**config.mk**
```make
export PLATFORM = sky130hd
export DESIGN_NAME = trs_framer
export DESIGN_NICKNAME = d
export VERILOG_FILES = /design/src/rtl/trs_pkg.sv /design/src/rtl/trs_seq_detect.sv /design/src/rtl/trs_word_divider.sv /design/src/rtl/trs_frame_ctrl.sv /design/src/rtl/trs_framer.sv
export SDC_FILE = /design/constraint.sdc
export NUM_CORES = 1
export LEC_CHECK = 0
export BUFFER_PORTS_ARGS = -buffer_cell sky130_fd_sc_hd__buf_2
export CORE_MARGIN = 3
export CORE_UTILIZATION = 35
export DETAILED_ROUTE_END_ITERATION = 6
export PLACE_DENSITY = 0.57
export SLEW_MARGIN = 0
export SYNTH_ARGS = -nofsm -noshare
export SYNTH_HDL_FRONTEND = slang
export SYNTH_SLANG_ARGS = --single-unit
```
**constraint.sdc**
```tcl
create_clock -name clk -period 3.01 [get_ports clk]
set_clock_uncertainty 0.05 [all_clocks]
set_input_delay 0.602 -clock clk [delete_from_list [all_inputs] [get_ports clk]]
set_output_delay 0.602 -clock clk [all_outputs]
set_load 0.05 [all_outputs]
```
**src/rtl/trs_pkg.sv**
```systemverilog
// Shared definitions for the serial word framer.
// Assumes one serial bit per clock and a header of one all-ones word plus zero words.
package trs_pkg;
    localparam int WORD_W_DEF    = 10;
    localparam int HDR_WORDS_DEF = 3;
    localparam int H_BIT_DEF     = 6;

    // Control state: free tracking, or waiting for the marker word
    typedef enum logic {
        ST_TRACK    = 1'b0,
        ST_CLASSIFY = 1'b1
    } frame_state_e;
endpackage

```
**src/rtl/trs_seq_detect.sv**
```systemverilog
// Header search window.
// Shifts the serial stream in, earliest bit toward index 0, and flags a header
// when the registered window equals the preamble pattern.
// Also offers the word that the next clock edge would complete.
// Assumes one new bit on every clock.
module trs_seq_detect #(
    parameter int WORD_W    = 10,
    parameter int HDR_WORDS = 3
) (
    input  logic              clk,
    input  logic              rst_n,
    input  logic              bit_in,
    output logic [WORD_W-1:0] word_next,
    output logic              hdr_hit
);
    localparam int PAT_W = WORD_W * HDR_WORDS;

    logic [PAT_W-1:0] win_q;
    logic [PAT_W-1:0] win_d;
    logic [PAT_W-1:0] pattern;

    // Preamble pattern: first word all ones, the rest all zeros
    for (genvar g = 0; g < HDR_WORDS; g++) begin : g_pat
        if (g == 0) begin : g_ones
            assign pattern[g*WORD_W +: WORD_W] = '1;
        end else begin : g_zeros
            assign pattern[g*WORD_W +: WORD_W] = '0;
        end
    end

    // Next window contents: the new bit enters at the top
    always_comb win_d = {bit_in, win_q[PAT_W-1:1]};

    // Window register
    always_ff @(posedge clk) begin
        if (!rst_n) win_q <= '0;
        else        win_q <= win_d;
    end

    // Header match on the registered window
    always_comb hdr_hit = (win_q == pattern);

    // Word completed if this edge closes a word
    always_comb word_next = win_d[PAT_W-1 -: WORD_W];
endmodule

```
**src/rtl/trs_word_divider.sv**
```systemverilog
// Resettable divide-by-word-width bit counter.
// The phase counts the bits of the current word already captured.
// A realign request forces phase 1, because the incoming bit is bit 0.
// Assumes realign is never asserted on two consecutive cycles.
module trs_word_divider #(
    parameter int WORD_W = 10,
    parameter int PH_W   = $clog2(WORD_W)
) (
    input  logic            clk,
    input  logic            rst_n,
    input  logic            realign,
    output logic            word_done,
    output logic [PH_W-1:0] phase
);
    localparam logic [PH_W-1:0] PH_LAST = PH_W'(WORD_W - 1);
    localparam logic [PH_W-1:0] PH_ONE  = PH_W'(1);

    // Word completes on this edge unless the phase is being realigned
    always_comb word_done = (phase == PH_LAST) && !realign;

    // Phase counter with forced restart
    always_ff @(posedge clk) begin
        if (!rst_n)                phase <= '0;
        else if (realign)          phase <= PH_ONE;
        else if (phase == PH_LAST) phase <= '0;
        else                       phase <= phase + PH_ONE;
    end
endmodule

```
**src/rtl/trs_frame_ctrl.sv**
```systemverilog
// Framing control.
// Registers completed words and their strobe, inverts the header level on
// each detection, and classifies the first word after a header by its H bit.
// Assumes hdr_hit and word_done come from the same clock domain.
module trs_frame_ctrl
    import trs_pkg::*;
#(
    parameter int WORD_W = 10,
    parameter int H_BIT  = 6
) (
    input  logic              clk,
    input  logic              rst_n,
    input  logic              hdr_hit,
    input  logic              word_done,
    input  logic [WORD_W-1:0] word_next,
    output logic [WORD_W-1:0] word_out,
    output logic              word_stb,
    output logic              h_level,
    output logic              hdr_eav
);
    frame_state_e state;

    // Parallel word output and its strobe
    always_ff @(posedge clk) begin
        if (!rst_n) begin
            word_out <= '0;
            word_stb <= 1'b0;
        end else begin
            word_stb <= word_done;
            if (word_done) word_out <= word_next;
        end
    end

    // Level change per detected header
    always_ff @(posedge clk) begin
        if (!rst_n)       h_level <= 1'b0;
        else if (hdr_hit) h_level <= ~h_level;
    end

    // Marker classification state machine
    always_ff @(posedge clk) begin
        if (!rst_n) begin
            state   <= ST_TRACK;
            hdr_eav <= 1'b0;
        end else if (hdr_hit) begin
            state <= ST_CLASSIFY;
        end else if (state == ST_CLASSIFY && word_done) begin
            state   <= ST_TRACK;
            hdr_eav <= word_next[H_BIT];
        end
    end
endmodule

```
**src/rtl/trs_framer.sv**
```systemverilog
// Top of the serial word framer.
// Header detection realigns the word divider and drives the framing control.
// Assumes the input is already descrambled and NRZ, one bit per clock.
module trs_framer #(
    parameter int WORD_W    = trs_pkg::WORD_W_DEF,
    parameter int HDR_WORDS = trs_pkg::HDR_WORDS_DEF,
    parameter int XYZ_H_BIT = trs_pkg::H_BIT_DEF
) (
    input  logic              clk,
    input  logic              rst_n,
    input  logic              ser_bit,
    output logic [WORD_W-1:0] par_word,
    output logic              word_stb,
    output logic              h_level,
    output logic              hdr_eav
);
    localparam int PH_W = $clog2(WORD_W);

    logic              hdr_hit;
    logic              word_done;
    logic [PH_W-1:0]   phase;
    logic [WORD_W-1:0] word_next;

    trs_seq_detect #(.WORD_W(WORD_W), .HDR_WORDS(HDR_WORDS)) u_detect (
        .clk       (clk),
        .rst_n     (rst_n),
        .bit_in    (ser_bit),
        .word_next (word_next),
        .hdr_hit   (hdr_hit)
    );

    trs_word_divider #(.WORD_W(WORD_W), .PH_W(PH_W)) u_div (
        .clk       (clk),
        .rst_n     (rst_n),
        .realign   (hdr_hit),
        .word_done (word_done),
        .phase     (phase)
    );

    trs_frame_ctrl #(.WORD_W(WORD_W), .H_BIT(XYZ_H_BIT)) u_ctrl (
        .clk       (clk),
        .rst_n     (rst_n),
        .hdr_hit   (hdr_hit),
        .word_done (word_done),
        .word_next (word_next),
        .word_out  (par_word),
        .word_stb  (word_stb),
        .h_level   (h_level),
        .hdr_eav   (hdr_eav)
    );
endmodule

```
==> results_dict.tcl <==
set metrics [dict create \
    die_h_um 73.44 \
    ctsResizeCount 0 \
    syn_area_sq_um 1592 \
    htree_levels 2 \
    clk_pin_slew_ns 0.09 \
    postCtsSetupBuffers 0 \
    grt_pass1_vias 1057 \
    ctsRootBufferMaster "clkbuf_8" \
    dr_total_vias 986 \
    start_kind "register" \
    rows 23 \
    fin_crit_sh_pct 63.84 \
    hold_viol_final 0 \
    synth_warnings 0 \
    routed_wl_um 2593 \
    status "finished clean" \
    arrival_ns 2.10 \
    vias_per_cell 4.544 \
    placed_area_sq_um 1699 \
    grt_pass1_wl_um 4595 \
    wl_per_cell_um 11.95 \
    synth_ff_type "dfxtp_1" \
    numCtsBuffers 5 \
    synthAdderAreaFrac_pct 1.572 \
    drtIter0Drc 54 \
    drtAntennaViolNets 0 \
    clk_path_buf_depth 2 \
    die_area_sq_um 5393 \
    synth-compound-area-share_pct 2.909 \
    setup_tns_ns 0 \
    n_antenna_cell 0 \
    globalRouteOverflowTotal 0 \
    synth_mux_area_share_pct 6.918 \
    cts_sinks 48 \
    nets 171 \
    grt_use_met2_pct 16.98 \
    slew_violations 0 \
    finalNonFillerCells 217 \
    drc 0 \
    synth_simple_gate_area_share_pct 22.41 \
    final_area_sq_um 1795 \
    ios 16 \
    netlist.area_leader.share_pct 60.38 \
    drtPass1Iterations 4 \
    synth_top_cell_by_area "dfxtp_1" \
    die_w_um 73.44 \
    synthTopCellsByArea "dfxtp_1 60%, and2_1 7.5%, mux2i_1 6.9%, nand2_1 5.2%, inv_1 2.8%" \
    use_met1_pct 14.22 \
    drive_gt1_share_pct 16.77 \
    syn_nets 155 \
    cp.required_ns 3.18 \
    synth_cells 150 \
    worst_pin_slew_ns 0.7224 \
    fmax_ghz 0.5204 \
    worstSetupPathType "reg -> reg" \
    yosysMostFrequentCell "dfxtp_1" \
    async_flop_share_pct 0 \
    rsz0062_at_grt "false" \
    synth.avg_cell_area_sq_um 10.61 \
    setup_viol 0 \
    synth-xor-area-share_pct 1.101 \
    gp_congestion 0.7228 \
    synth_edf_count 0 \
    core_area_sq_um 4202 \
    areaGrowthSynthToFinish_pct 12.81 \
    cap_violations 0 \
    place_inst 209 \
    fin_crit_ns 1.922 \
    use_met3_pct 4.925 \
    hold_class "reg -> reg" \
    powerDensity_nw_per_um2 590.1 \
    cts_tree "yes" \
    initial_core_util_pct 37.88 \
    path_max_fanout 11 \
    holdBufCountCts 0 \
    place_hpwl_um 1829 \
    irDropWorstVdd_v 0.0002024 \
    antenna_found_initial 0 \
    grt_max_degree 46 \
    seq_area_frac_synth_pct 60.38 \
    synth-seq-cells 48 \
    power.leakage_nw 0.8848 \
    top_usage_layer "met2" \
    port_buffers 15 \
    relSlewSlack_pct 51.83 \
    synth_top_family_by_area "simple AND/OR/NAND/NOR gates" \
    netlist_top_cells_count "48 x dfxtp_1, 22 x nand2_1, 19 x and2_1" \
    ys_types 30 \
    insertion_delay_ns 0.29 \
    endpoint_kind "register" \
    grt_usage_pct 11.26 \
]
report_power, final:
| group | leakage, nW | switching, mW | total (mW) | internal, mW |
|---|---|---|---|---|
| Sequential | 0.388 | 0.00435 | 0.644 | 0.640 |
| Combinational | 0.446 | 0.0137 | 0.0204 | 0.00665 |
| Clock | 0.0516 | 0.207 | 0.395 | 0.188 |
final cells by class:
type                       count  area [sq um]
clock buffer                   6         82.58
sequential                    48         960.9
inverter                      12         45.04
fill                         403          2406
clock inverter                 2         13.76
tap                           50         62.56
timing repair buffer          15         75.07
multi-input combinational     84         555.5
worst max-delay path: stages (launching register included):
cell and delay (ns):
dfxtp_1 0.32, nor4_1 0.33, nand4_1 0.25, o21ai_2 0.64, mux2i_1 0.26
sequential cells by signal (all words and copies together) (netlist names):
name / count
u_detect.win_q: 30
u_div.phase: 4
u_ctrl.h_level: 1
u_ctrl.hdr_eav: 1
u_ctrl.state: 1
u_ctrl.word_out: 10
u_ctrl.word_stb: 1
layout by cell type, fill, tap and decap left out, types with 2 or more instances in the layout:
cell type,netlist,final
mux2i_1,11,11
o21a_1,2,2
nand2_1,22,22
and2_1,19,19
inv_1,12,12
nor4_1,2,2
clkbuf_8,0,6
o21ai_0,2,2
nor2_1,5,5
ha_1,2,2
dfxtp_1,48,48
nor3_1,3,3
buf_2,0,15
per-layer routing:
metal	share of wire, %	vias to the layer above
met5	0	-
met4	0.73	0
met3	5.1	2
met2	45	18
met1	49	458
li1	-	508
cells by family after synthesis:
family / count (synthesis)
AOI/OAI and AO/OA: 7
muxes: 11
xor gates and xnor gates: 2
adders and majority gates: 2
and+or+nand+nor: 62
DFF: 48
buffers and inverters: 18
stage by stage:
step | hold WS [ns] | util, % | worst slack, ns | power (mW)
2_1_floorplan | 0.3704 | - | 1.577 | 0.6751
3_3_place_gp | 0.3852 | 40.44 | 1.083 | 0.6790
3_5_place_dp | 0.3910 | 40.44 | 1.025 | 0.6801
4_1_cts | 0.4117 | 42.73 | 1.008 | 1.071
5_1_grt | 0.4254 | 42.73 | 0.9290 | 1.105
6_report | 0.4077 | 42.73 | 1.088 | 1.059
path summary, 6_finish.rpt:
path | endpoint | from | slack (ns) | depth (start not counted)
worst max register to register | u_ctrl.word_out[4]$_SDFFE_PN0P_ | u_detect.win_q[21]$_SDFF_PN0_ | 1.09 | 4
worst min register to register | u_detect.win_q[6]$_SDFF_PN0_ | u_detect.win_q[7]$_SDFF_PN0_ | 0.41 | 1
worst min-delay path | u_detect.win_q[6]$_SDFF_PN0_ | u_detect.win_q[7]$_SDFF_PN0_ | 0.41 | 1
worst max-delay path | u_ctrl.word_out[4]$_SDFFE_PN0P_ | u_detect.win_q[21]$_SDFF_PN0_ | 1.09 | 4
(Power assumes the default switching activity.)
